### src/rtl/cmt_pkg.sv
package cmt_pkg;

  parameter int unsigned CMT_DEPTH_DEF = 8;
  parameter int unsigned CMT_ID_W_DEF  = 4;

  // Progress flags of one table slot.
  typedef struct packed {
    logic used;     // slot holds a transaction
    logic sawReq;   // clean request has crossed
    logic sawWc;    // write-clean has crossed
    logic wantWc;   // a write-clean is expected
  } slotFlags_t;

  function automatic logic slotDone(slotFlags_t f);
    return f.used && f.sawReq && (f.sawWc || !f.wantWc);
  endfunction

endpackage

### src/rtl/cmt_table.sv
module cmt_table
  import cmt_pkg::*;
#(
  parameter int unsigned DEPTH = CMT_DEPTH_DEF,
  parameter int unsigned ID_W  = CMT_ID_W_DEF
) (
  input  logic             clk,
  input  logic             rstN,
  input  logic [ID_W-1:0]  reqId,
  input  logic             reqWbPending,
  input  logic [ID_W-1:0]  wcId,
  input  logic [DEPTH-1:0] reqSet,
  input  logic [DEPTH-1:0] reqAlloc,
  input  logic [DEPTH-1:0] wcSet,
  input  logic [DEPTH-1:0] wcAlloc,
  input  logic [DEPTH-1:0] clrMask,
  input  logic [DEPTH-1:0] selMask,
  output logic [DEPTH-1:0] reqMatch,
  output logic [DEPTH-1:0] wcMatch,
  output logic [DEPTH-1:0] freeMask,
  output logic [DEPTH-1:0] doneMask,
  output logic [ID_W-1:0]  rspId
);

  slotFlags_t          flags [DEPTH];
  logic [ID_W-1:0]     slotId [DEPTH];

  for (genvar g = 0; g < DEPTH; g++) begin : g_slot
    always_ff @(posedge clk) begin
      if (!rstN) begin
        flags[g]  <= '0;
        slotId[g] <= '0;
      end else if (clrMask[g]) begin
        flags[g] <= '0;
      end else if (reqAlloc[g] || wcAlloc[g]) begin
        flags[g].used   <= 1'b1;
        flags[g].sawReq <= reqSet[g];
        flags[g].sawWc  <= wcSet[g];
        flags[g].wantWc <= reqSet[g] ? reqWbPending : 1'b1;
        slotId[g]       <= reqAlloc[g] ? reqId : wcId;
      end else begin
        if (reqSet[g]) begin
          flags[g].sawReq <= 1'b1;
          flags[g].wantWc <= reqWbPending;
        end
        if (wcSet[g]) begin
          flags[g].sawWc <= 1'b1;
        end
      end
    end

    always_comb begin
      reqMatch[g] = flags[g].used && !flags[g].sawReq && (slotId[g] == reqId);
      wcMatch[g]  = flags[g].used && !flags[g].sawWc &&
                    !(flags[g].sawReq && !flags[g].wantWc) && (slotId[g] == wcId);
      freeMask[g] = !flags[g].used;
      doneMask[g] = slotDone(flags[g]);
    end
  end

  always_comb begin
    rspId = '0;
    for (int i = 0; i < DEPTH; i++) begin
      if (selMask[i]) rspId = rspId | slotId[i];
    end
  end

  // a new transaction is only ever written into an unused slot
  p_alloc_free_r6: assert property (@(posedge clk) disable iff (!rstN)
    ((reqAlloc | wcAlloc) & ~freeMask) == '0);

  // a response handshake only frees a completed slot
  p_clear_done_r8: assert property (@(posedge clk) disable iff (!rstN)
    (clrMask & ~doneMask) == '0);

endmodule

### src/rtl/cmt_ctrl.sv
module cmt_ctrl #(
  parameter int unsigned DEPTH = cmt_pkg::CMT_DEPTH_DEF,
  parameter int unsigned ID_W  = cmt_pkg::CMT_ID_W_DEF
) (
  input  logic             clk,
  input  logic             rstN,
  input  logic             reqValid,
  input  logic [ID_W-1:0]  reqId,
  input  logic             wcValid,
  input  logic [ID_W-1:0]  wcId,
  input  logic             wcForClean,
  input  logic             rspReady,
  input  logic [DEPTH-1:0] reqMatch,
  input  logic [DEPTH-1:0] wcMatch,
  input  logic [DEPTH-1:0] freeMask,
  input  logic [DEPTH-1:0] doneMask,
  output logic             reqReady,
  output logic             wcReady,
  output logic             rspValid,
  output logic [DEPTH-1:0] reqSet,
  output logic [DEPTH-1:0] reqAlloc,
  output logic [DEPTH-1:0] wcSet,
  output logic [DEPTH-1:0] wcAlloc,
  output logic [DEPTH-1:0] clrMask,
  output logic [DEPTH-1:0] selMask
);

  localparam logic [DEPTH-1:0] ONE = DEPTH'(1);

  logic [DEPTH-1:0] freeA, freeRest, freeB, doneLow, wcSlot, holdMask;
  logic reqHit, wcHit, haveA, haveB, sameNew, reqFire, reqTakes, wcFire, holdQ;

  always_comb begin
    // lowest and second-lowest free slot
    freeA    = freeMask & (~freeMask + ONE);
    freeRest = freeMask & ~freeA;
    freeB    = freeRest & (~freeRest + ONE);
    haveA    = |freeA;
    haveB    = |freeB;

    reqHit   = |reqMatch;
    wcHit    = |wcMatch;
    sameNew  = reqValid && wcValid && wcForClean && (reqId == wcId) && !reqHit && !wcHit;

    reqReady = reqHit || haveA;
    reqFire  = reqValid && reqReady;
    reqTakes = reqFire && !reqHit;

    if (!wcForClean || wcHit)  wcReady = 1'b1;
    else if (sameNew)          wcReady = haveA;
    else if (reqTakes)         wcReady = haveB;
    else                       wcReady = haveA;
    wcFire = wcValid && wcReady && wcForClean;

    reqSet   = reqFire  ? (reqHit ? reqMatch : freeA) : '0;
    reqAlloc = reqTakes ? freeA : '0;

    if (wcHit)         wcSlot = wcMatch;
    else if (sameNew)  wcSlot = freeA;
    else if (reqTakes) wcSlot = freeB;
    else               wcSlot = freeA;
    wcSet   = wcFire ? wcSlot : '0;
    wcAlloc = (wcFire && !wcHit && !sameNew) ? wcSlot : '0;

    // response selection: keep the offered slot while stalled
    doneLow  = doneMask & (~doneMask + ONE);
    selMask  = holdQ ? holdMask : doneLow;
    rspValid = |selMask;
    clrMask  = (rspValid && rspReady) ? selMask : '0;
  end

  always_ff @(posedge clk) begin
    if (!rstN) begin
      holdQ    <= 1'b0;
      holdMask <= '0;
    end else begin
      holdQ    <= rspValid && !rspReady;
      holdMask <= selMask;
    end
  end

  // untagged write-cleans are never stalled
  p_plain_wc_r5: assert property (@(posedge clk) disable iff (!rstN)
    (wcValid && !wcForClean) |-> wcReady);

  // a free slot always grants a clean request
  p_grant_free_r6: assert property (@(posedge clk) disable iff (!rstN)
    (reqValid && (|freeMask)) |-> reqReady);

  // at most one slot is answered at a time
  p_sel_single_r8: assert property (@(posedge clk) disable iff (!rstN)
    $onehot0(selMask));

  // two new pieces never land in the same slot as separate allocations
  p_alloc_apart_r9: assert property (@(posedge clk) disable iff (!rstN)
    (reqAlloc & wcAlloc) == '0);

endmodule

### src/rtl/cmo_done_tracker.sv
module cmo_done_tracker #(
  parameter int unsigned DEPTH = cmt_pkg::CMT_DEPTH_DEF,
  parameter int unsigned ID_W  = cmt_pkg::CMT_ID_W_DEF
) (
  input  logic            clk,
  input  logic            rstN,
  input  logic            reqValid,
  output logic            reqReady,
  input  logic [ID_W-1:0] reqId,
  input  logic            reqWbPending,
  input  logic            wcValid,
  output logic            wcReady,
  input  logic [ID_W-1:0] wcId,
  input  logic            wcForClean,
  output logic            rspValid,
  input  logic            rspReady,
  output logic [ID_W-1:0] rspId
);

  logic [DEPTH-1:0] reqSet, reqAlloc, wcSet, wcAlloc, clrMask, selMask;
  logic [DEPTH-1:0] reqMatch, wcMatch, freeMask, doneMask;

  cmt_ctrl #(.DEPTH(DEPTH), .ID_W(ID_W)) u_ctrl (
    .clk(clk), .rstN(rstN),
    .reqValid(reqValid), .reqId(reqId),
    .wcValid(wcValid), .wcId(wcId), .wcForClean(wcForClean),
    .rspReady(rspReady),
    .reqMatch(reqMatch), .wcMatch(wcMatch), .freeMask(freeMask), .doneMask(doneMask),
    .reqReady(reqReady), .wcReady(wcReady), .rspValid(rspValid),
    .reqSet(reqSet), .reqAlloc(reqAlloc), .wcSet(wcSet), .wcAlloc(wcAlloc),
    .clrMask(clrMask), .selMask(selMask)
  );

  cmt_table #(.DEPTH(DEPTH), .ID_W(ID_W)) u_table (
    .clk(clk), .rstN(rstN),
    .reqId(reqId), .reqWbPending(reqWbPending), .wcId(wcId),
    .reqSet(reqSet), .reqAlloc(reqAlloc), .wcSet(wcSet), .wcAlloc(wcAlloc),
    .clrMask(clrMask), .selMask(selMask),
    .reqMatch(reqMatch), .wcMatch(wcMatch), .freeMask(freeMask), .doneMask(doneMask),
    .rspId(rspId)
  );

  // a stalled response keeps its ID
  p_rsp_hold_r7: assert property (@(posedge clk) disable iff (!rstN)
    (rspValid && !rspReady) |=> (rspValid && $stable(rspId)));

  // a request with nothing to wait for raises the response next cycle
  p_quick_rsp_r2: assert property (@(posedge clk) disable iff (!rstN)
    (reqValid && reqReady && !reqWbPending) |=> rspValid);

endmodule

### config.mk
export PLATFORM = sky130hd
export DESIGN_NAME = cmo_done_tracker
export DESIGN_NICKNAME = d
export VERILOG_FILES = /design/src/rtl/cmt_pkg.sv /design/src/rtl/cmt_table.sv /design/src/rtl/cmt_ctrl.sv /design/src/rtl/cmo_done_tracker.sv
export SDC_FILE = /design/constraint.sdc
export NUM_CORES = 1
export LEC_CHECK = 0
export CAP_MARGIN = 25
export CELL_PAD_IN_SITES_DETAIL_PLACEMENT = 1
export CELL_PAD_IN_SITES_GLOBAL_PLACEMENT = 1
export CORE_MARGIN = 2
export CORE_UTILIZATION = 54
export DETAILED_ROUTE_END_ITERATION = 8
export DONT_BUFFER_PORTS = 1
export PLACE_DENSITY_LB_ADDON = 0.25
export SLEW_MARGIN = 40
export SYNTH_ARGS = -nofsm -noshare
export SYNTH_HDL_FRONTEND = slang
export SYNTH_SLANG_ARGS = --single-unit
### constraint.sdc
create_clock -name clk -period 9 [get_ports clk]
set_input_delay 2.25 -clock clk [delete_from_list [all_inputs] [get_ports clk]]
set_output_delay 2.25 -clock clk [all_outputs]
set_load 0.005 [all_outputs]
After elaboration in Yosys (flattened, before gate mapping) --
Memories as Yosys holds them, arrays and structs flattened. Index checks and enable logic that the tools add are counted.
Storage, ports and cells: register bits after elaboration 9, memory bits (writable) 64, input port bits 15, output and inout port bits 7, memories 2
Memories:
- u_table.flags | depth 8, bits a word 4, rd ports 8, clocked after memory_dff 0, wr ports 8, line cmt_table.sv:25 | slotFlags_t flags [DEPTH];
- u_table.slotId | depth 8, bits a word 4, rd ports 8, clocked after memory_dff 0, wr ports 8, line cmt_table.sv:26 | logic [ID_W-1:0] slotId [DEPTH];
Cells by class: add/sub/neg operators 3, equality and inequality tests 17, multiplexer cells 246, bitwise logic cells 87, reduce and logical (&&, ||, !) cells 145
Operators with widths (number):
- $mux 1 | 204
- $mux 4 | 32
- $mux 8 | 10
- $logic_and 1x1->1 | 77
- $or 1x1->1 | 72
- $eq 4x4->1 | 17
- $logic_not 1->1 | 45
- $reduce_or 8->1 | 5
- $and 8x8->8 | 4
- $not 8->8 | 4
- $or 4x4->4 | 7
- $add 8x1->8 const B | 3
- $logic_or 1x1->1 | 18

Logic depth before layout (Yosys ltp) --
Gate-level depths: netlist (run 1). An unclocked memory read counts as a cell.
depth after elaboration 26, gate-level depth with buffers 14, mapped depth without buffers 9

Modules after synthesis --
A second synthesis (run 1) with hierarchy kept.
Second synthesis, totals: cell total of the unflattened synthesis 605, area total of the unflattened synthesis 5484.0 um^2
By module, submodules not included:
- cmt_table | times used 1, cells an instance 418, area each 4165.2 um^2
- cmt_ctrl | times used 1, cells an instance 187, area each 1318.8 um^2

Worst setup path before layout (run 1) --
Ideal clock, no wire load.
path type in2out, start point input port wcId[2], end point output port wcReady, arrival time 4.056 ns, required time 6.750 ns, setup slack 2.694 ns, cell stages on the path 9, buffers on the path 2, cell sequence buf_4 > xor2_1 > a2111oi_0 > nand2_1 > or4b_1 > buf_2 > nor3_4 > o31ai_1 > nand3_1
Between the ends: longest elaborated chain between the ends 7, elaborated cells between the ends (all ways) 25, classes of those cells eq/ne: 9; mux: 2; reduce/logical: 14
RTL lines:
- start, declared | line cmo_done_tracker.sv:13 | input logic [ID_W-1:0] wcId,
- $eq 4x4->1 | line cmt_table.sv:55 | !(flags[g].sawReq && !flags[g].wantWc) && (slotId[g] == wcId);
- $logic_and 1x1->1 | line cmt_table.sv:55
- $reduce_or 8->1 | line cmt_ctrl.sv:42 | wcHit = |wcMatch;
- $logic_not 1->1 | line cmt_ctrl.sv:43 | sameNew = reqValid && wcValid && wcForClean && (reqId == wcId) && !reqHit && !wcHit;
- $logic_and 1x1->1 | line cmt_ctrl.sv:43
- $mux 1 | line cmt_ctrl.sv:50 | else if (sameNew) wcReady = haveA;
- $mux 1 (*) | line cmt_ctrl.sv:49 | if (!wcForClean || wcHit) wcReady = 1'b1;
- end, declared | line cmo_done_tracker.sv:12 | output logic wcReady,
Every way passes the cells marked *; elsewhere a longest branch is shown, timed or not.

Final worst setup path (run 1) --
start point input port reqId[0], end point output port wcReady
Between the ends: longest elaborated chain between the ends 9, elaborated cells between the ends (all ways) 28, classes of those cells eq/ne: 9; mux: 3; reduce/logical: 16
RTL lines:
- start, declared | line cmo_done_tracker.sv:9 | input logic [ID_W-1:0] reqId,
- $eq 4x4->1 | line cmt_table.sv:53 | reqMatch[g] = flags[g].used && !flags[g].sawReq && (slotId[g] == reqId);
- $logic_and 1x1->1 | line cmt_table.sv:53
- $reduce_or 8->1 | line cmt_ctrl.sv:41 | reqHit = |reqMatch;
- $logic_or 1x1->1 | line cmt_ctrl.sv:45 | reqReady = reqHit || haveA;
- $logic_and 1x1->1 | line cmt_ctrl.sv:46 | reqFire = reqValid && reqReady;
- $logic_and 1x1->1 | line cmt_ctrl.sv:47 | reqTakes = reqFire && !reqHit;
- $mux 1 | line cmt_ctrl.sv:51 | else if (reqTakes) wcReady = haveB;
- $mux 1 (*) | line cmt_ctrl.sv:50
- $mux 1 (*) | line cmt_ctrl.sv:49
Marked as above.

==> impl_metrics.json, run 1 <==
{
  "final_cells": 746,
  "die_w_um": 105,
  "period_minus_slack_ns": 6.62,
  "post_synth_num_cell_types": 72,
  "drt_first_pass_iters": 5,
  "io_pins": 22,
  "end_kind": "primary output",
  "grt_pass1_wl_um": 29900,
  "drtAntennaViolNets": 0,
  "worstMarginPinSlew_ns": 0.854,
  "cts_tree": "yes",
  "fin_util_pct": 58.0,
  "p_leak_nw": 2.11,
  "yosysWarnings": 0,
  "drv_cap": 0,
  "critPathKind": "in2out",
  "max_freq_mhz": 151,
  "antenna_found_initial": 1,
  "worstPathMaxFanout": 18,
  "finalMaxSlewViolations": 0,
  "ctsHtreeMaxLevel": 3,
  "numCtsBuffers": 9,
  "antenna_cells": 0,
  "outcome": "finished clean",
  "rsz0062_at_grt": "no",
  "synth_area_per_cell_um2": 8.61,
  "vias_per_cell": 7.00,
  "post_cts_resized": 0,
  "p_per_area_nw_per_um2": 160,
  "period_share_pct": 73.5,
  "grt.overflow.total": 0,
  "fin_worst_skew_ns": 0.0103,
  "vias": 5219,
  "clkTransAtPathRegs_ns": 0.08,
  "cp.arrival_ns": 4.37,
  "synth_seq_cells": 73,
  "final_net_count": 623,
  "slew_headroom_pct": 42.6,
  "setup_tns_ns": 0,
  "worstSkewPairLatency_ns": 0.37,
  "layout-drive-gt1-share_pct": 6.20,
  "die_area_um2": 11000,
  "synth_edf_count": 64,
  "async_reset_ff_share_pct": 0,
  "syn_inst": 639,
  "yosysSeqAreaShare_pct": 38.2,
  "ys_top_cells_by_area": "edfxtp_1 35%, nand2_1 5.5%, xor2_1 5.3%",
  "synth_top_area_share_pct": 34.9,
  "syn-num-nets": 654,
  "start_kind": "input pin",
  "drc": 0,
  "postCtsSetupRepairBufs": 0,
  "hold_path_class": "reg2reg",
  "routed_wl_um": 19300,
  "synth-main-ff-cell": "edfxtp_1",
  "report.final.setup_viol": 0,
  "clock_sinks": 73,
  "grt_pass1_vias": 5318,
  "cts_hold_buf": 0,
  "initial_core_util_pct": 56.0,
  "clockRootBuffer": "clkbuf_8",
  "avgRoutedWirePerCell_um": 25.8,
  "grt_max_degree": 33,
  "worstPathRequired_ns": 6.75,
  "area_growth_pct": 3.62,
  "cts_buffer_depth": 2,
  "core_um2": 9820,
  "die_height_um": 105,
  "num_rows": 36,
  "dpl.cell_count": 730,
  "globalplace.congestion": 0.955,
  "synth.largest_area_cell": "edfxtp_1",
  "final-hold-violation-count": 0,
  "peakVddDrop_mv": 0.0908,
  "drtIter0Drc": 513,
  "syn_area_um2": 5500,
  "dp.final_hpwl_um": 14400,
  "grt_usage_pct": 35.7,
  "numPortBuffers": 0
}
## area by class of cell
| cell class | count | area, um2 |
|---|---|---|
| inverters | 42 | 158 |
| well taps | 133 | 166 |
| clock buffers | 11 | 131 |
| multi-input cells | 481 | 3050 |
| fillers | 1194 | 4120 |
| clock inverters | 5 | 80.1 |
| repair buffers | 1 | 7.51 |
| flip-flops and latches | 73 | 2100 |
## registers in the layout (all words and copies together) (netlist names)
signal and count:
u_table.slotId 32, u_table.flags 32, u_ctrl.holdMask 8, u_ctrl.holdQ 1
## metal layers
layer	track usage, %	vias to the layer above	part of all wire [%]
met1	46.6	2560	41
met4	15.4	2	4.1
met2	57.3	275	47
met5	0	-	0.067
met3	7.30	54	8.5
li1	-	2328	-
## layout by cell type, fill, tap and decap left out, types with 5 or more instances in the layout
cell type	Yosys	routed
dfxtp_1	9	9
inv_1	39	39
nor2_1	44	44
o31ai_1	7	5
xnor2_1	14	14
a21oi_1	30	30
or3_1	7	7
a211oi_1	17	17
a32oi_1	6	6
nand2b_1	8	8
o211ai_1	15	15
nor3_1	29	28
mux2i_1	8	8
o21ai_0	17	17
and3_1	6	6
a2bb2o_1	6	6
and2_1	14	14
a32o_1	5	5
nand3_1	26	26
a222oi_1	10	10
xor2_1	33	33
nand2_1	81	81
nand4_1	11	11
edfxtp_1	64	64
clkbuf_8	0	9
o22ai_1	6	6
or4_1	8	8
nor4b_1	7	6
## worst paths after layout
check	startpoint	endpoint	slack (ns)	cells after the start
max	reqId[0]	wcReady	2.38	7
min	u_ctrl.holdMask[0]	u_ctrl.holdMask[0]	0.73	2
max reg2reg	u_table.flags[0][11]	u_table.slotId[1][9]	4.61	9
min reg2reg	u_ctrl.holdMask[0]	u_ctrl.holdMask[0]	0.73	2
## critical path: stages
cell	delay, ns
inv_2	0.24
a222oi_1	0.16
and4b_1	0.28
nor4_1	0.37
nand2_1	0.14
o31ai_1	0.73
nand3_1	0.19
## cell usage after synthesis (8+ instances only)
library cell  instances
nand2_1              81
edfxtp_1             64
nor2_1               44
inv_1                39
xor2_1               33
a21oi_1              30
nor3_1               29
nand3_1              26
clkbuf_1             20
a211oi_1             17
o21ai_0              17
o211ai_1             15
and2_1               14
xnor2_1              14
buf_2                12
nand4_1              11
a222oi_1             10
dfxtp_1               9
mux2i_1               8
nand2b_1              8
or4_1                 8
## where the power goes
group          internal, W  switching, W
Combinational    0.0000673      0.000121
Clock             0.000156      0.000129
Sequential        0.000399     0.0000414
## cell families (layout without fill, tap and decap cells)
family / count (synthesis) / count (layout) / synth area share, %
xor+xnor: 47 / 47 / 7.48
mux: 9 / 9 / 1.66
buf+inv: 85 / 59 / 6.82
compound gates: 163 / 163 / 21.8
simple gates: 262 / 262 / 24.0
flops: 73 / 73 / 38.2
## metrics by stage
step,power [W],area [um2],hold slack (ns),setup WS [ns]
floorplan,0.000581,5500,0.632,2.69
global placement,0.000619,5460,0.688,2.56
detailed placement,0.000627,5470,0.711,2.43
CTS,0.000908,5680,0.722,2.42
global route,0.000944,5700,0.769,2.15
finish,0.000913,5700,0.729,2.38
Note: power is estimated with default switching activity, not from simulation.
==> run 2: changes to the inputs <==
--- a/config.mk
+++ b/config.mk
@@ -5,11 +5,12 @@
 export SDC_FILE = /design/constraint.sdc
 export NUM_CORES = 1
 export LEC_CHECK = 0
+export ABC_AREA = 1
 export CAP_MARGIN = 25
 export CELL_PAD_IN_SITES_DETAIL_PLACEMENT = 1
 export CELL_PAD_IN_SITES_GLOBAL_PLACEMENT = 1
 export CORE_MARGIN = 2
-export CORE_UTILIZATION = 54
+export CORE_UTILIZATION = 42
 export DETAILED_ROUTE_END_ITERATION = 8
 export DONT_BUFFER_PORTS = 1
 export PLACE_DENSITY_LB_ADDON = 0.25
==> constraint.sdc (replaced) <==
create_clock -name clk -period 5.9 [get_ports clk]
set_input_delay 1.475 -clock clk [delete_from_list [all_inputs] [get_ports clk]]
set_output_delay 1.475 -clock clk [all_outputs]
set_load 0.005 [all_outputs]
==> run 2 against run 1 <==
Utilization fell by 12 points. Design area grew 8.6%. Flip-flop and latch count is the same. Register-to-register slack worse by 2.1 ns. Cell count rose by 41%. Critical endpoint unchanged.
==> impl_metrics.json, run 2 <==
{
  "outcome": "finished clean",
  "layout-drive-gt1-share_pct": 10.1,
  "synth_seq_cells": 73,
  "vias_per_cell": 5.74,
  "synth_compound_gate_area_share_pct": 10.9,
  "routed_wl_um": 22000,
  "cts_tree": "yes",
  "die_height_um": 122,
  "core_um2": 13400,
  "cp.arrival_ns": 3.18,
  "syn_inst": 883,
  "p_per_area_nw_per_um2": 272,
  "final_net_count": 884,
  "reg_top3": "u_table.flags (32), u_table.slotId (32), u_ctrl.holdMask (8)",
  "syn_area_um2": 5810,
  "start_kind": "input pin",
  "globalplace.congestion": 1.00,
  "rsz0062_at_grt": "no",
  "area_growth_pct": 6.50,
  "post_synth_num_cell_types": 40,
  "async_reset_ff_share_pct": 0,
  "period_share_pct": 78.8,
  "final_cells": 1050,
  "drv_cap": 0,
  "ctsHtreeMaxLevel": 3,
  "ys_top_cells_by_area": "edfxtp_1 33%, nand2_1 15%, nor2_1 12%",
  "fin_worst_skew_ns": 0.00847,
  "postCtsSetupRepairBufs": 0,
  "synth-main-ff-cell": "edfxtp_1",
  "slowest_stage": "inv_1",
  "antenna_cells": 0,
  "end_kind": "primary output",
  "grt_pass1_wl_um": 34100,
  "worstMarginPinSlew_ns": 0.815,
  "max_freq_mhz": 215,
  "die_area_um2": 14800,
  "cts_hold_buf": 0,
  "synth_top_area_share_pct": 33.1,
  "die_w_um": 122,
  "io_pins": 22,
  "initial_core_util_pct": 43.4,
  "hold_path_class": "reg2reg",
  "worstPathMaxFanout": 14,
  "synth_area_per_cell_um2": 6.58,
  "post_cts_resized": 0,
  "dp.final_hpwl_um": 16700,
  "placement.cell_area_um2": 5850,
  "clock_sinks": 73,
  "synthTopCellsByCount": "235 x nand2_1, 182 x nor2_1, 108 x inv_1",
  "synth_edf_count": 64,
  "avgRoutedWirePerCell_um": 20.9,
  "min_path_cells": 4,
  "peakVddDrop_mv": 0.122,
  "clockRootBuffer": "clkbuf_16",
  "yosysWarnings": 0,
  "synthMuxAreaShare_pct": 0,
  "reg2reg_depth": 18,
  "crit_chain": "inv_1 > nand2_1 > nand2_1 > nor2_1 > nand3_1 > nand2_1 > nor2_2 > nand4_4 > nor2_4 > nand2_2 > nand3_2",
  "worstPathRequired_ns": 4.43,
  "numCtsBuffers": 9,
  "synthSimpleGateAreaFrac_pct": 40.3,
  "drtAntennaViolNets": 0,
  "clkTransAtPathRegs_ns": 0.06,
  "synth.largest_area_cell": "edfxtp_1",
  "setup_tns_ns": 0,
  "worstSkewPairLatency_ns": 0.35,
  "yosysMostFrequentCell": "nand2_1",
  "grt_max_degree": 21,
  "period_minus_slack_ns": 4.65,
  "final_cell_mix": "235 x nand2_1, 181 x nor2_1, 108 x inv_1, 64 x edfxtp_1, 53 x nand3_1",
  "p_leak_nw": 2.95,
  "cts_buffer_depth": 2,
  "num_rows": 42,
  "final-hold-violation-count": 0,
  "grt.overflow.total": 0,
  "dpl.cell_count": 1034,
  "drc": 0,
  "finalMaxSlewViolations": 0,
  "report.final.setup_viol": 0,
  "antenna_found_initial": 0,
  "critPathKind": "in2out",
  "vias": 6032,
  "cpPeakStageDelay_ns": 0.36,
  "mostFrequentLayoutCell": "nand2_1",
  "grt_pass1_vias": 6158,
  "power_w": 0.00169,
  "drt_first_pass_iters": 6,
  "crit_path_frequent_cell": "nand2_1",
  "grt_usage_pct": 31.0,
  "slew_headroom_pct": 45.3,
  "syn-num-nets": 898,
  "yosysSeqAreaShare_pct": 36.2,
  "drtIter0Drc": 563,
  "synth_top_family_by_area": "simple AND/OR/NAND/NOR gates",
  "final_area_um2": 6190,
  "synth_xor_area_share_pct": 1.36,
  "synth-adder-area-share_pct": 0,
  "numPortBuffers": 0
}
==> run 2: metrics by stage <==
stage	worst slack (ns)	util (%)	hold WS, ns
6_report	1.25	46.2	0.678
4_1_cts	1.28	46.2	0.674
2_1_floorplan	1.80	-	0.556
3_5_place_dp	1.29	43.7	0.658
3_3_place_gp	1.35	43.6	0.623
5_1_grt	1.11	46.2	0.724
==> run 2: worst paths after layout <==
check | from | to | slack [ns]
max | reqId[3] | wcReady | 1.25
min reg2reg | u_ctrl.holdMask[3] | u_ctrl.holdMask[3] | 0.68
min | u_ctrl.holdMask[3] | u_ctrl.holdMask[3] | 0.68
max reg2reg | u_table.flags[0][3] | u_table.slotId[1][13] | 2.47
==> run 2: cell families after synthesis <==
group	after synthesis
DFF	73
xor gates and xnor gates	9
AOI/OAI and AO/OA	112
and+or+nand+nor	540
buffers and inverters	149
==> run 2: metal layers <==
| metal | vias up | wire (um) | track usage, % |
|---|---|---|---|
| li1 | 2786 | - | - |
| met1 | 2943 | 9520 | 41.6 |
| met2 | 248 | 10200 | 50.1 |
| met3 | 55 | 1580 | 4.92 |
| met4 | 0 | 659 | 12.7 |
| met5 | - | 0 | 0 |
==> run 2: worst max-delay path, delay by kind of cell <==
kind,cells,cell delay (ns)
and+or+nand+nor,10,1.32
buffers and inverters,1,0.36
==> run 2: layout make-up <==
cell class	count	area [um2]
fillers	1811	7210
multi-input cells	661	3070
flip-flops and latches	73	2100
inverters	124	468
clock buffers	14	274
well taps	176	220
clock inverters	2	60.1
==> run 2: power by group <==
group          switching (W)  internal [W]
registers          0.0000495      0.000620
logic               0.000283      0.000108
clock network       0.000221      0.000406
==> run 3: changes to the inputs <==
==> constraint.sdc (replaced) <==
create_clock -name clk -period 3.7 [get_ports clk]
set_input_delay 0.925 -clock clk [delete_from_list [all_inputs] [get_ports clk]]
set_output_delay 0.925 -clock clk [all_outputs]
set_load 0.005 [all_outputs]
==> run 3 against run 2 <==
Setup slack worse by 1.0 ns. Combinational power is 63% higher. Utilization increased by 0.57 points. Hold slack better by 0.0060 ns. Clock power rose by 54%. Routed wire length fell by 0.74%. Flip-flop and latch count unchanged. Non-clock buffer count up 13. Cell count up 1.2%. Power grew 58%. Critical path depth is 2 lower. Design area rose by 1.2%. Critical path type is now reg2out.
==> impl_metrics.json, run 3 (synthesis results as in run 2) <==
{
  "rsz0062_at_grt": "no",
  "p_per_area_nw_per_um2": 425,
  "period_minus_slack_ns": 3.45,
  "crit_path_frequent_cell": "inv_1",
  "clock_sinks": 73,
  "crit_family": "simple AND/OR/NAND/NOR gates",
  "p_seq_share_pct": 39.9,
  "final_net_count": 897,
  "regArea_um2": 2100,
  "initial_core_util_pct": 43.4,
  "grt_usage_pct": 30.5,
  "grt_max_degree": 21,
  "hold_path_class": "reg2reg",
  "p_int_w": 0.00178,
  "r2r-end": "u_table.slotId[1][14]",
  "start_kind": "flip-flop",
  "antenna_found_initial": 0,
  "num_rows": 42,
  "layout-drive-gt1-share_pct": 11.3,
  "worstMarginPinSlew_ns": 0.713,
  "cp.arrival_ns": 2.53,
  "grt.overflow.total": 0,
  "swShare_pct": 33.0,
  "p_leak_nw": 3.00,
  "mostFrequentLayoutCell": "nand2_1",
  "worstPathRequired_ns": 2.77,
  "power_w": 0.00266,
  "numCtsBuffers": 9,
  "finalMaxSlewViolations": 0,
  "worstPathMaxFanout": 7,
  "report.final.setup_viol": 0,
  "reg2reg_depth": 16,
  "reg2reg_setup_slack_ns": 0.59,
  "ctsHtreeMaxLevel": 3,
  "die_area_um2": 14800,
  "slew_headroom_pct": 52.1,
  "min_to": "u_ctrl.holdMask[5]",
  "period_share_pct": 93.3,
  "worstSkewPairLatency_ns": 0.35,
  "drt_first_pass_iters": 7,
  "grt_pass1_vias": 6071,
  "numPortBuffers": 0,
  "cts_buffer_depth": 2,
  "multi_input_area_um2": 3060,
  "setup_tns_ns": 0,
  "reg_top3": "u_table.flags (32), u_table.slotId (32), u_ctrl.holdMask (8)",
  "cpPeakStageDelay_ns": 0.61,
  "antenna_cells": 0,
  "final_cell_mix": "235 x nand2_1, 182 x nor2_1, 107 x inv_1, 64 x edfxtp_1, 52 x nand3_1",
  "final-hold-violation-count": 0,
  "critPathKind": "reg2out",
  "drtIter0Drc": 500,
  "vias": 5989,
  "avgRoutedWirePerCell_um": 20.5,
  "outcome": "finished clean",
  "drv_cap": 0,
  "p_clk_share_pct": 36.2,
  "p_comb_share_pct": 23.9,
  "drc": 0,
  "worstReg2RegStart": "u_table.flags[1][3]",
  "vias_per_cell": 5.63,
  "dp.final_hpwl_um": 16800,
  "p_sw_w": 0.000879,
  "die_w_um": 122,
  "clockRootBuffer": "clkbuf_16",
  "die_height_um": 122,
  "critPathBufInv": 3,
  "grt_pass1_wl_um": 33300,
  "end_kind": "primary output",
  "min_path_cells": 4,
  "fillCellCount": 1806,
  "area_growth_pct": 7.81,
  "max_freq_mhz": 290,
  "clkTransAtPathRegs_ns": 0.06,
  "drtAntennaViolNets": 0,
  "routed_wl_um": 21800,
  "fin_worst_skew_ns": 0.00917,
  "globalplace.congestion": 0.943,
  "peakVddDrop_mv": 0.216,
  "io_pins": 22,
  "core_um2": 13400,
  "slowest_stage": "nor3_1",
  "cts_tree": "yes",
  "crit_chain": "inv_1 > nor3_1 > inv_1 > nand4_1 > nand2_1 > inv_1 > o21ai_0 > nor2_1 > o221ai_1",
  "min_from": "u_ctrl.holdMask[5]"
}
==> run 3: worst min-delay path: stages, from the launching register on <==
cell and delay (ns):
dfxtp_1 0.31, nand2_1 0.05, nand2_1 0.06, inv_1 0.12, nor2_1 0.12
==> run 3: metal layers <==
metal  vias to the layer above  part of all wire, %  track usage [%]
met5                         -                    0                0
met4                         0                  3.0             10.9
met3                        54                  9.2             8.75
met2                       252                   45             48.8
met1                      2877                   43             39.3
li1                       2806                    -                -
==> run 3: area by class of cell <==
type	count	area share, %
Sequential cell	73	33.5
Tap cell	176	3.51
Timing Repair Buffer	13	1.56
Multi-Input combinational cell	661	48.9
Clock buffer	13	3.99
Clock inverter	3	1.04
Inverter	124	7.47
==> run 3: worst max-delay path by stage <==
stage                       endpoint  slack [ns]  depth (start not counted)                  from
2_1_floorplan                wcReady        0.70                         12               wcId[0]
3_3_place_gp     u_table.flags[0][4]        0.29                         15               wcId[1]
3_5_place_dp   u_table.slotId[0][11]        0.16                         18              reqId[3]
4_1_cts                     rspId[3]         0.1                          9  u_table.flags[0][11]
5_1_grt                     rspId[3]       0.005                          9   u_table.flags[0][7]
6_report                    rspId[1]        0.25                          9   u_table.flags[1][3]
==> run 3: power by group through the flow <==
stage	logic, W	registers, W	clock network, W
final	0.000637	0.00106	0.000963
after global routing	0.000709	0.00107	0.000992
after CTS	0.000621	0.00106	0.000968
after detailed placement	0.000616	0.00108	0
after global placement	0.000593	0.00108	0
after floorplan	0.000477	0.00104	0
==> run 3: timing repair <==
action / in CTS / in global routing
endpoints found under the setup margin: 0 / 4
buffers inserted: 0 / 3
hold buffers: 0 / 0
resized for setup: 0 / 2
==> run 3: metrics by stage <==
stage	worst slack (ns)	util (%)	instance area [um2]	hold slack, ns	instances
after floorplan	0.696	-	5810	0.556	883
after global placement	0.295	44.2	5920	0.656	1044
after detailed placement	0.159	44.2	5920	0.679	1044
after CTS	0.0971	46.6	6240	0.695	1060
after global routing	0.00460	46.8	6270	0.709	1063
final	0.249	46.8	6270	0.684	1063
